$ cat src/rtl/hit_window_filter.sv
module hit_window_filter #(
  parameter int NCH = 16,
  parameter int DW  = 12
) (
  input  logic              clk,
  input  logic              rst_n,
  input  logic              ctl_we,
  input  logic [2:0]        ctl_wdata,
  input  logic              sel_we,
  input  logic [1:0]        sel_wdata,
  input  logic              par_we,
  input  logic [$clog2(NCH)-1:0] par_ch,
  input  logic [DW:0]       par_wdata,
  input  logic              conv_valid,
  input  logic [$clog2(NCH)-1:0] conv_ch,
  input  logic [DW-1:0]     conv_data,
  input  logic              lam_en_set,
  input  logic              lam_en_clr,
  input  logic              hit_clr,
  input  logic              hit_ack_valid,
  input  logic [$clog2(NCH)-1:0] hit_ack_ch,
  input  logic              mod_clr,
  output logic              corr_valid,
  output logic [$clog2(NCH)-1:0] corr_ch,
  output logic [DW-1:0]     corr_data,
  output logic [NCH-1:0]    hit,
  output logic              lam
);
  localparam int CHW = $clog2(NCH);

  logic [DW:0]   ped_mem [NCH];
  logic [DW-1:0] lo_mem  [NCH];
  logic [DW-1:0] hi_mem  [NCH];
  logic [2:0]    ctl_q;
  logic [1:0]    sel_q;
  logic          lam_en_q;

  logic signed [DW+1:0] ped_ext, sum;
  logic [DW-1:0]        corr;
  logic                 pass_lo, pass_hi;
  logic [NCH-1:0]       hit_nxt;

  assign ped_ext = ctl_q[0] ? $signed({ped_mem[conv_ch][DW], ped_mem[conv_ch]}) : '0;
  assign sum     = $signed({2'b00, conv_data}) + ped_ext;
  assign corr    = sum[DW+1] ? '0 : (sum[DW] ? '1 : sum[DW-1:0]);
  assign pass_lo = !ctl_q[1] || (corr >= lo_mem[conv_ch]);
  assign pass_hi = !ctl_q[2] || (corr <= hi_mem[conv_ch]);
  assign lam     = lam_en_q && (|hit);

  always_ff @(posedge clk or negedge rst_n) begin
    if (!rst_n) begin
      for (int i = 0; i < NCH; i++) begin
        ped_mem[i] <= '0;
        lo_mem[i]  <= '0;
        hi_mem[i]  <= '0;
      end
    end else if (par_we) begin
      case (sel_q)
        2'd0: ped_mem[par_ch] <= par_wdata;
        2'd1: lo_mem[par_ch]  <= par_wdata[DW-1:0];
        2'd2: hi_mem[par_ch]  <= par_wdata[DW-1:0];
        default: ;
      endcase
    end
  end

  always_ff @(posedge clk or negedge rst_n) begin
    if (!rst_n) begin
      ctl_q    <= '0;
      sel_q    <= '0;
      lam_en_q <= 1'b0;
    end else begin
      if (sel_we) sel_q <= sel_wdata;
      if (mod_clr) begin
        ctl_q    <= '0;
        lam_en_q <= 1'b0;
      end else begin
        if (ctl_we) ctl_q <= ctl_wdata;
        if (lam_en_set) lam_en_q <= 1'b1;
        else if (lam_en_clr) lam_en_q <= 1'b0;
      end
    end
  end

  always_comb begin
    hit_nxt = hit;
    if (hit_clr) hit_nxt = '0;
    if (hit_ack_valid) hit_nxt[hit_ack_ch] = 1'b0;
    if (conv_valid && pass_lo && pass_hi) hit_nxt[conv_ch] = 1'b1;
    if (mod_clr) hit_nxt = '0;
  end

  always_ff @(posedge clk or negedge rst_n) begin
    if (!rst_n) begin
      hit        <= '0;
      corr_valid <= 1'b0;
      corr_ch    <= '0;
      corr_data  <= '0;
    end else begin
      hit        <= hit_nxt;
      corr_valid <= conv_valid && !mod_clr;
      if (conv_valid) begin
        corr_ch   <= conv_ch;
        corr_data <= corr;
      end
    end
  end
endmodule

$ cat config.mk
export PLATFORM = sky130hd
export DESIGN_NAME = hit_window_filter
export DESIGN_NICKNAME = d
export VERILOG_FILES = /design/src/rtl/hit_window_filter.sv
export SDC_FILE = /design/constraint.sdc
export NUM_CORES = 1
export LEC_CHECK = 0
export BUFFER_PORTS_ARGS = -buffer_cell sky130_fd_sc_hd__buf_2
export CAP_MARGIN = 20
export CORE_MARGIN = 3
export CORE_UTILIZATION = 49
export CTS_CLUSTER_SIZE = 16
export DETAILED_ROUTE_END_ITERATION = 16
export GPL_TIMING_DRIVEN = 0
export HOLD_SLACK_MARGIN = 0.06
export PLACE_DENSITY = 0.69
export REMOVE_ABC_BUFFERS = 1
export SETUP_SLACK_MARGIN = 0.3
export SYNTH_ARGS = -nofsm -noshare
export SYNTH_HDL_FRONTEND = slang
export SYNTH_SLANG_ARGS = --single-unit
$ cat constraint.sdc
create_clock -name clk -period 7.65 [get_ports clk]
set_clock_uncertainty 0.1 [all_clocks]
set_input_delay 1.1475 -clock clk [delete_from_list [all_inputs] [get_ports clk]]
set_output_delay 1.1475 -clock clk [all_outputs]
set_load 0.005 [all_outputs]
# ---- After elaboration in Yosys (flattened, before gate mapping)
# Index checks and enable logic that the tools add are counted.
dict set report op_classes {
  addsub 1
  order_cmp 9
  n_eq_ne 2
  n_mux 32
  bitwise_logic 5
  n_reduce_logical 19
}
# op n
set ops {}
lappend ops {{$bwmux W192} 2}
lappend ops {{$bwmux W208} 1}
lappend ops {{$bmux W12 S4} 2}
lappend ops {{$mux W12} 7}
lappend ops {{$mux W16} 4}
lappend ops {{$bmux W13 S4} 1}
lappend ops {{$demux W13 S4} 1}
lappend ops {{$demux W12 S4} 1}
lappend ops {{$mux W13} 3}
lappend ops {{$and A16 B16 Y16} 1}
lappend ops {{$not A16 Y16} 1}
lappend ops {{$or A16 B16 Y16} 1}
lappend ops {{$reduce_or A16 Y1} 1}
lappend ops {{$add A13 B14 Y14} 1}
lappend ops {{$mux W14} 1}
lappend ops {{$ge A12 B12 Y1} 1}
lappend ops {{$le A12 B12 Y1} 1}
lappend ops {{$ge A5 B5 Y1 const B} 2}
lappend ops {{$lt A4 B5 Y1 const B} 2}
lappend ops {{$not A4 Y5} 2}
lappend ops {{$demux W1 S4} 2}
lappend ops {{$ge A4 B1 Y1 const B} 2}
lappend ops {{$logic_and A1 B1 Y1} 7}
lappend ops {{$mux W3} 2}
lappend ops {{10 further kinds} 19}
dict set report totals {
  register_bits 631
  inputBits 53
  out_inout_bits 34
  elab_cells 123
}

# ---- Logic depth before layout (Yosys ltp)
# Gate-level depths: netlist of the first run.
dict set report logic_depth {
  depth_word 14
  ltp_mapped 23
  ltp_nobuf 18
}

# ---- Worst setup path before layout of the first run
# OpenSTA, ideal clock, no wires.
dict set report synth_path {
  kind {input to register}
  startpoint {in conv_ch[0]}
  endpoint {reg hit[12]}
  setup_time_ns 0.136
  t_arrival_ns 6.514
  required_ns 7.414
  path_slack_ns 0.901
  cell_stages 21
  path_buffers 4
  cell_sequence {buf_2 -> buf_6 -> buf_2 -> mux4_2 -> mux4_2 -> and2_1 -> ha_1 -> fa_1 -> a21oi_1 -> o211ai_1 -> and3_1 -> o31a_4 -> nor4_1 -> nor3_1 -> ha_1 -> nand3_1 -> or3_1 -> o21bai_1 -> a31oi_1 -> clkbuf_1 -> o41ai_1}
}
dict set report synth_between {
  elab_chain_len 14
  word_cells_on_any_way 28
  classes_between {add/sub: 1; order compare: 4; mux: 16; bitwise: 2; reduce/logical: 5}
}
# element line
set synth_rtl {}
lappend synth_rtl {{from (decl)} 15} ;# input logic [$clog2(NCH)-1:0] conv_ch,
lappend synth_rtl {{$not A4 Y5 (not written as such) *} 43} ;# assign ped_ext = ctl_q[0] ? $signed({ped_mem[conv_ch][DW], ped_mem[conv_ch]}) : '0;
lappend synth_rtl {{$bmux W13 S4 *} 43}
lappend synth_rtl {{$mux W13 (not written as such) * (2 in series)} 43}
lappend synth_rtl {{$mux W14 *} 43}
lappend synth_rtl {{$add A13 B14 Y14 *} 44} ;# assign sum = $signed({2'b00, conv_data}) + ped_ext;
lappend synth_rtl {{$mux W12} 45} ;# assign corr = sum[DW+1] ? '0 : (sum[DW] ? '1 : sum[DW-1:0]);
lappend synth_rtl {{$mux W12 *} 45}
lappend synth_rtl {{via corr[11]} 39} ;# logic [DW-1:0] corr;
lappend synth_rtl {{$ge A12 B12 Y1} 46} ;# assign pass_lo = !ctl_q[1] || (corr >= lo_mem[conv_ch]);
lappend synth_rtl {{$logic_or A1 B1 Y1} 46}
lappend synth_rtl {{$logic_and A1 B1 Y1} 89} ;# if (conv_valid && pass_lo && pass_hi) hit_nxt[conv_ch] = 1'b1;
lappend synth_rtl {{$logic_and A1 B1 Y1 *} 89}
lappend synth_rtl {{$mux W16 *} 89}
lappend synth_rtl {{$mux W16 *} 90} ;# if (mod_clr) hit_nxt = '0;
lappend synth_rtl {{via hit_nxt[12]} 41} ;# logic [NCH-1:0] hit_nxt;
lappend synth_rtl {{to (signal assigned)} 100} ;# hit <= hit_nxt;
lappend synth_rtl {{to (decl)} 26} ;# output logic [NCH-1:0] hit,
# Mark *: on every way through the listed nets, which the timed path passes. The rest lies on a longest branch. The select of a mux whose other input is x is not followed.
# A chain may end at the register's enable or synchronous reset.

# ---- Worst setup path after layout of the first run
dict set report layout_path {
  startpoint {in conv_ch[1]}
  endpoint {reg hit[14]}
}
# The elaborated chain is that of the path after synthesis.

==> results of run 1 <==
## sequential cells by signal, summed over array words and instances (netlist names)
name        count
corr_ch         4
corr_valid      1
ctl_q           3
corr_data      12
hit            16
ped_mem       208
sel_q           2
lam_en_q        1
hi_mem        192
lo_mem        192
## final cells by class
| type | instances | area share (%) |
|---|---|---|
| clock inverter | 17 | 0.707 |
| multi-input combinational | 1124 | 39.7 |
| antenna | 2 | 0.0150 |
| sequential | 631 | 47.2 |
| tap | 773 | 2.89 |
| inverter | 34 | 0.381 |
| clock buffer | 102 | 6.11 |
| timing repair buffer | 117 | 3.01 |
## critical path: cells and delay by family
family / cells / cell delay, ns
AO/OA/AOI/OAI: 6 / 1.86
adder cells (fa/ha/maj): 3 / 1.02
AND/OR/NAND/NOR: 6 / 1.48
multiplexers: 2 / 0.89
buffers and inverters: 2 / 0.80
## metal layers
metal	up-vias	routed length [um]	share of wire (%)	GRT usage, %
met5	-	26	0.036	0
met4	4	1570	2.2	6.26
met3	119	4680	6.4	4.38
met1	9330	32400	44	33.8
li1	7331	-	-	-
met2	497	34500	47	37.3
## repair_timing
action,4_1_cts,5_1_grt
pin swaps,1,1
cloned,1,1
gates resized for setup,8,10
setup buffers,1,4
endpoints found under the setup margin,16,16
## cell families after synthesis
logic type / after synthesis / share of synthesized area [%]
mux: 787 / 36.6
buf+inv: 203 / 2.83
compound gates: 105 / 2.69
flops: 631 / 53.0
xor+xnor: 7 / 0.206
fa+ha+maj: 37 / 1.58
simple gates: 188 / 3.13
## final timing paths
check | startpoint | to | cells past startpoint
setup / recovery | conv_ch[1] | hit[14]$_DFF_PN0_ | 19
hold / removal | rst_n | hi_mem[190]$_DFFE_PN0P_ | 1
max in group asynchronous | rst_n | ped_mem[68]$_DFFE_PN0P_ | 3
hold reg to reg | corr_data[8]$_DFFE_PN0P_ | corr_data[8]$_DFFE_PN0P_ | 1
min in group clk | corr_data[8]$_DFFE_PN0P_ | corr_data[8]$_DFFE_PN0P_ | 1
setup reg to reg | ped_mem[169]$_DFFE_PN0P_ | hit[14]$_DFF_PN0_ | 17
## metrics by stage
step | power [mW] | setup WS, ns | cell area [um2] | cells
2_1_floorplan | 5.03 | 1.34 | 29100 | 1789
3_3_place_gp | 5.48 | -7.08 | 30500 | 2648
3_5_place_dp | 5.57 | -1.07 | 31000 | 2671
4_1_cts | 8.96 | 0.481 | 33300 | 2792
5_1_grt | 9.27 | 0.372 | 33500 | 2798
6_report | 8.90 | 0.627 | 33500 | 2800
## where the power goes
part	switching, mW	internal (mW)	total, mW
Combinational	0.613	0.800	1.41
Clock	1.34	2.02	3.36
Sequential	0.261	3.87	4.13
## layout by cell type (no fill, tap or decap), types with 12 or more instances in the layout
cell,count
a21oi_1,19
nand2_1,51
nand2b_1,15
and2_1,12
buf_6,12
o211ai_1,15
mux4_2,182
clkbuf_16,73
dfrtp_1,631
clkbuf_8,13
buf_2,82
inv_1,34
clkbuf_1,17
nor2_1,41
mux2_2,597
ha_1,36
==> flow_summary.yaml, run 1 <==
status:
  status: "complete, no violations"
yosys:
  async_flop_share_pct: 100
  ys.flop_type: "dfrtp_1"
  ys_seq_area_share_pct: 53.0
  syn_area_um2: 29800
  synth_top_area_share_pct: 53.0
  synth_cell_type_count: 55
  synth_edf_count: 0
  avgSynthCellArea_um2: 15.2
  synthTopCellsByArea: "dfrtp_1, mux2_2, mux4_2"
  synth_seq_cells: 631
  synth.most_common_cell: "dfrtp_1"
  synth_area_leader_cell: "dfrtp_1"
  syn_inst: 1958
  yosys_warnings: 0
  yosys-top-cells-count: "dfrtp_1, mux2_2, mux4_2"
power_and_ir_drop:
  power.leakage_nw: 15.5
  power_density_nw_per_um2: 266
  irDropWorstVdd_mv: 0.141
floorplan:
  die_w_um: 253
  initial_core_util_pct: 50.0
  die_h_um: 253
  core-area_um2: 59600
  placementRows: 89
  ios: 87
  fp.dieArea_um2: 63800
worst_setup_path:
  timing_worst_setup_path_type: "primary input to flip-flop"
  cpPeakStageDelay_ns: 0.50
  critPathMaxFanout: 83
  cp_slowest_cell: "o41ai_1"
  critPathLaunchType: "primary input"
  rrSetupSlack_ns: 1.65
  worstPathArrival_ns: 7.39
  worstPathCellList: "buf_12 -> buf_16 -> mux4_2 -> mux4_2 -> and2_1 -> ha_1 -> fa_1 -> a21oi_1 -> o211ai_1 -> and3_1 -> o31a_4 -> nor4_4 -> nor2_1 -> ha_1 -> nand3_1 -> or3_1 -> o21ai_0 -> a31oi_4 -> o41ai_1"
  critPathRequiredTime_ns: 8.02
  end_kind: "flip-flop"
sta:
  setup_viol: 0
  final_hold_viol_count: 0
  drv_slew: 0
  fin_worst_hold_slack_ns: 0.347
  max_freq_mhz: 142
  min_period_over_period_pct: 91.8
  period_needed_ns: 7.02
  worstMarginPinSlew_ns: 1.09
  finalSetupTns_ns: 0
  max_slew_margin_pct: 27.3
  grt_setup_unrepaired: "false"
final_layout:
  syn2layout_area_growth_pct: 12.3
  nNetsFinal: 2068
  fill_cells: 4609
  multiInputGateArea_um2: 13300
  fin_util_pct: 56.2
  regArea_um2: 15800
  drive_gt1_share_pct: 51.0
cts:
  cts_tree: "yes"
  htree_num_levels: 3
  clock_latency_ns: 0.60
  postCtsHoldBufs: 0
  clk_pin_slew_ns: 0.06
  cts_root_buf: "clkbuf_16"
  clock_path_buffers: 3
  clock_sinks: 631
  cts-buffers-inserted: 70
placement:
  io_buffers: 86
  dp_hpwl_mm: 45.5
  place_congestion: 0.873
drt:
  drt_iter0_markers: 1236
  vias_per_cell: 6.17
  num_vias: 17300
  post_drt_wl_per_cell_um: 26.1
  ant_nets: 0
  drcViolationCount: 0
  wl_mm: 73.2
  drt_pass1_iterations: 6
grt:
  antenna_found_initial: 7
  grt_max_degree: 132
  grt_first_pass_wirelength_mm: 114
  overflow: 0
  grt.total_usage_pct: 23.5
  grt_pass1_vias: 18200
min_path:
  hp-class: "primary input to async pin"
flow_run:
  cap_violations: 0
(Power assumes the default switching activity.)
==> run 2, diff against run 1 <==
- CAP_MARGIN: 20 -> unset
- CORE_MARGIN: 3 -> 1.5
==> run 2 against run 1 <==
Total power down 0.11%. Clock power about the same. Largest cell class unchanged. Critical endpoint is now hit[6]$_DFF_PN0_. Final area down 0.35%. Count of clock-buffer cells in the layout up 5. Maximum frequency up 0.36%. Register-to-register slack about the same. Sequential share of layout area up 0.16 points. Non-clock buffer count down 8. Sequential power about the same.
==> flow_summary.yaml, run 2 (same netlist as run 1, synthesis figures left out) <==
floorplan:
  initial_core_util_pct: 49.5
  fp.dieArea_um2: 62300
  core-area_um2: 60200
  placementRows: 90
  die_h_um: 250
  ios: 87
  die_w_um: 250
sta:
  setup_viol: 0
  period_needed_ns: 7.00
  max_slew_margin_pct: 12.4
  worstMarginPinSlew_ns: 1.31
  min_period_over_period_pct: 91.5
  max_freq_mhz: 143
  grt_setup_unrepaired: "false"
  final_hold_viol_count: 0
  drv_slew: 0
worst_setup_path:
  crit_start: "conv_ch[0]"
  worstPathCellList: "buf_8 -> buf_16 -> mux4_2 -> mux4_2 -> and2_1 -> ha_1 -> nand2_1 -> o31ai_1 -> o21ai_0 -> a311oi_1 -> nor2_1 -> nor3_1 -> ha_1 -> nand3_1 -> or3_1 -> o21ai_0 -> a31oi_4 -> o41ai_1"
  critPathLaunchType: "primary input"
  end_kind: "flip-flop"
  critPathMaxFanout: 45
  cp_slowest_cell: "o31ai_1"
  worstPathArrival_ns: 7.35
  crit_buf_inv: 2
  rr_startpoint: "ped_mem[156]$_DFFE_PN0P_"
  path_delay_family: "compound AO/OA/AOI/OAI gates"
  critPathRequiredTime_ns: 8.00
  timing_worst_setup_path_type: "primary input to flip-flop"
  cpPeakStageDelay_ns: 0.64
final_layout:
  final_common_cell: "dfrtp_1"
  largest_register: "ped_mem"
  layout_common_cells: "dfrtp_1, mux2_2, mux4_2, buf_2, clkbuf_16"
  largest_reg_flops: 208
  nNetsFinal: 2060
  drive_gt1_share_pct: 50.4
  regArea_um2: 15800
  antennaDiodeCount: 0
  multiInputGateArea_um2: 13200
  fill_cells: 4692
  fin_util_pct: 55.3
  syn2layout_area_growth_pct: 11.9
  reg_top3: "ped_mem: 208 flops, hi_mem: 192 flops, lo_mem: 192 flops"
drt:
  drt_iter0_markers: 1428
  drcViolationCount: 0
  post_drt_wl_per_cell_um: 25.8
  ant_nets: 0
  num_vias: 17100
  wl_mm: 72.3
  drt_pass1_iterations: 4
  vias_per_cell: 6.11
power_and_ir_drop:
  swShare_pct: 24.4
  power.total_mw: 8.89
  power_density_nw_per_um2: 267
  comb_power_share_pct: 15.7
  irDropWorstVdd_mv: 0.187
  power.switching_mw: 2.17
  clkPwrFrac_pct: 38.0
  pwr-share-seq_pct: 46.4
  intPower_mw: 6.72
  power.leakage_nw: 15.4
placement:
  io_buffers: 86
  dp_hpwl_mm: 45.3
  place_congestion: 0.854
cts:
  clk_pin_slew_ns: 0.06
  clock_sinks: 631
  htree_num_levels: 3
  cts_root_buf: "clkbuf_16"
  clock_latency_ns: 0.60
  clock_path_buffers: 3
  cts-buffers-inserted: 70
  cts_tree: "yes"
grt:
  antenna_found_initial: 3
  grt_pass1_vias: 18200
  overflow: 0
  grt.total_usage_pct: 23.8
  grt_max_degree: 129
  grt_first_pass_wirelength_mm: 112
status:
  status: "complete, no violations"
flow_run:
  cap_violations: 0
min_path:
  hp-class: "flip-flop to flip-flop"
  min-delay-start: "corr_data[0]$_DFFE_PN0P_"
==> run 2: power by group through the flow <==
| stage | registers, mW | logic, mW | clock network (mW) |
|---|---|---|---|
| 5_1_grt | 4.19 | 1.51 | 3.59 |
| 3_5_place_dp | 4.18 | 1.38 | 0 |
| 3_3_place_gp | 4.14 | 1.33 | 0 |
| 4_1_cts | 4.12 | 1.40 | 3.45 |
| 2_1_floorplan | 4.09 | 0.940 | 0 |
| 6_report | 4.12 | 1.39 | 3.37 |
==> run 2: area by class of cell <==
cell class,instances,share of cell area (%)
inverters,34,0.383
repair buffers,109,2.71
flip-flops and latches,631,47.4
clock buffers,107,6.28
clock inverters,17,0.683
multi-input cells,1124,39.7
well taps,782,2.93
==> run 2: repair_timing <==
| item | 4_1_cts | 5_1_grt |
|---|---|---|
| resized for setup | 2 | 1 |
| setup endpoints to repair | 16 | 16 |
| cloned | 0 | 2 |
| pin swaps | 0 | 2 |
| setup buffers | 0 | 3 |
| hold buffers | 0 | 0 |
==> run 2: worst paths after layout <==
kind	end	slack (ns)	depth (start not counted)
min in group asynchronous	hi_mem[190]$_DFFE_PN0P_	0.41	1
max	hit[6]$_DFF_PN0_	0.65	18
max reg2reg	hit[6]$_DFF_PN0_	1.64	18
max in group asynchronous	lo_mem[37]$_DFFE_PN0P_	5.05	4
min reg2reg	corr_data[0]$_DFFE_PN0P_	0.38	1
min	corr_data[0]$_DFFE_PN0P_	0.38	1
==> run 2: metal layers <==
layer	GRT usage, %	wire (um)	up-vias
met3	5.86	4620	127
li1	-	-	7346
met4	7.54	1940	6
met2	37.6	34700	447
met5	0	45	-
met1	32.6	31100	9219
==> run 2: per-stage QoR <==
step	setup slack, ns	instance area, um2	hold WS (ns)	instances	setup TNS [ns]
final	0.652	33300	0.383	2804	0
after CTS	0.313	33200	0.384	2796	0
after global routing	0.318	33300	0.388	2804	0
after global placement	-7.08	30500	0.376	2657	-4515.23
after floorplan	1.34	29100	0.374	1789	0
after detailed placement	-0.591	30900	0.368	2672	-8.66
==> run 3, diff against run 2 <==
- CAP_MARGIN: unset -> 20
- REMOVE_ABC_BUFFERS: 1 -> unset
==> run 3 against run 2 <==
Clock power fell by 3%. First-iteration DRC count fell by 0.35%. Sequential power barely moved. Global-route usage rose by 3.1 points. Critical endpoint is now hit[14]$_DFF_PN0_. Largest cell class unchanged. Largest power group unchanged. Highest routed layer is now met4.
==> flow_summary.yaml, run 3 (same netlist as run 1, synthesis figures left out) <==
power_and_ir_drop:
  irDropWorstVdd_mv: 0.131
  power.leakage_nw: 15.5
  power_density_nw_per_um2: 264
worst_setup_path:
  end_kind: "flip-flop"
  rr_startpoint: "ped_mem[52]$_DFFE_PN0P_"
  critPathRequiredTime_ns: 8.02
  rrSetupSlack_ns: 1.48
  worstPathArrival_ns: 7.49
  cp-endpoint: "hit[14]$_DFF_PN0_"
  critPathLaunchType: "primary input"
  reg2reg_to: "hit[14]$_DFF_PN0_"
  r2r_cells: 19
  crit_start: "conv_ch[0]"
  timing_worst_setup_path_type: "primary input to flip-flop"
  critPathMaxFanout: 10
floorplan:
  placementRows: 90
  initial_core_util_pct: 49.5
  die_w_um: 250
  fp.dieArea_um2: 62300
  die_h_um: 250
  ios: 87
  core-area_um2: 60200
grt:
  antenna_found_initial: 1
  grt_first_pass_wirelength_mm: 124
  grt.total_usage_pct: 27.0
  grt_pass1_vias: 19100
  grt_max_degree: 128
  overflow: 0
final_layout:
  final_common_cell: "dfrtp_1"
  final_cells: 2935
  antennaDiodeCount: 0
  layout_common_cells: "dfrtp_1, mux2_2, mux4_2, clkbuf_1, buf_2"
  multiInputGateArea_um2: 13200
  syn2layout_area_growth_pct: 12.6
  stdcell_area_um2: 33600
  nNetsFinal: 2192
  reg_top3: "ped_mem: 208 flops, hi_mem: 192 flops, lo_mem: 192 flops"
  regArea_um2: 15800
  largest_register: "ped_mem"
  drive_gt1_share_pct: 47.7
  largest_reg_flops: 208
  fill_cells: 4694
drt:
  drt_pass1_iterations: 5
  num_vias: 18100
  ant_nets: 0
  drt_iter0_markers: 1423
  drcViolationCount: 0
  vias_per_cell: 6.18
  wl_mm: 82.0
  post_drt_wl_per_cell_um: 27.9
sta:
  setup_viol: 0
  final_hold_viol_count: 0
  min_period_over_period_pct: 93.0
  worstMarginPinSlew_ns: 1.05
  grt_setup_unrepaired: "false"
  drv_slew: 0
  period_needed_ns: 7.11
  max_slew_margin_pct: 29.8
  max_freq_mhz: 141
min_path:
  hp-class: "flip-flop to flip-flop"
  min-delay-start: "corr_data[10]$_DFFE_PN0P_"
cts:
  cts_root_buf: "clkbuf_16"
  clock_path_buffers: 3
  post_cts_buffers: 0
  cts_tree: "yes"
  clk_pin_slew_ns: 0.06
  htree_num_levels: 3
  clock_sinks: 631
  clock_latency_ns: 0.60
  cts-buffers-inserted: 68
placement:
  io_buffers: 68
  place_inst: 2814
  dp_hpwl_mm: 59.2
  placed_cell_area_um2: 31300
  place_congestion: 0.888
status:
  status: "complete, no violations"
yosys:
  synth_fp_nets: 2048
flow_run:
  cap_violations: 0
## run 3: how the worst min path moves through the flow
stage,end,cells after the start
floorplan,ped_mem[125]$_DFFE_PN0P_,1
global placement,corr_data[10]$_DFFE_PN0P_,1
detailed placement,corr_data[8]$_DFFE_PN0P_,1
CTS,corr_data[8]$_DFFE_PN0P_,1
global route,corr_data[10]$_DFFE_PN0P_,1
finish,corr_data[10]$_DFFE_PN0P_,1
## run 3: power breakdown
part	total, mW	leakage (nW)	switching [mW]	internal [mW]
logic	1.44	6.07	0.645	0.798
registers	4.14	8.36	0.267	3.87
clock network	3.27	1.10	1.34	1.93
total	8.84	15.5	2.25	6.60
## run 3: cell type report
cell class              count  area share, %
flip-flops and latches    631           47.1
multi-input cells        1124           39.4
clock buffers             107           6.17
well taps                 782           2.92
plain buffers             169           2.19
repair buffers             74           1.50
clock inverters            14          0.436
inverters                  34          0.380
## run 3: worst max-delay path: stages
cell      delay [ns]
buf_2           0.16
buf_6           0.20
clkbuf_4        0.34
mux4_2          0.56
mux4_2          0.49
and2_1          0.18
ha_1            0.22
fa_1            0.43
a21oi_1         0.25
o211ai_1        0.17
and3_1          0.26
o31a_4          0.39
buf_6           0.15
nor3_1          0.36
nor2_1          0.21
ha_1            0.35
nand2_1         0.06
or3_1           0.38
o21bai_1        0.19
a31oi_2         0.40
clkbuf_1        0.39
o41ai_1         0.16
## run 3: metal layers
layer	vias to the layer above	wire, um	track usage [%]
li1	7574	-	-
met2	589	40100	44.2
met3	162	4540	4.78
met1	9818	34200	35.8
met4	0	3150	10.9
met5	-	0	0
## run 3: what timing repair did
| item | 4_1_cts | 5_1_grt |
|---|---|---|
| hold buffers | 0 | 0 |
| gates resized for setup | 6 | 15 |
| endpoints found under the setup margin | 11 | 16 |
## run 3: metrics by stage
step / power [mW] / util [%] / TNS, ns / setup slack (ns) / hold WS (ns)
after floorplan: 5.11 / - / 0 / 0.901 / 0.374
after global placement: 5.52 / 51.7 / -4489.37 / -7.19 / 0.365
after detailed placement: 5.62 / 51.9 / -8.27 / -0.664 / 0.368
after CTS: 8.88 / 55.6 / 0 / 0.303 / 0.384
after global routing: 9.19 / 55.7 / 0 / 0.303 / 0.402
final: 8.84 / 55.7 / 0 / 0.537 / 0.385
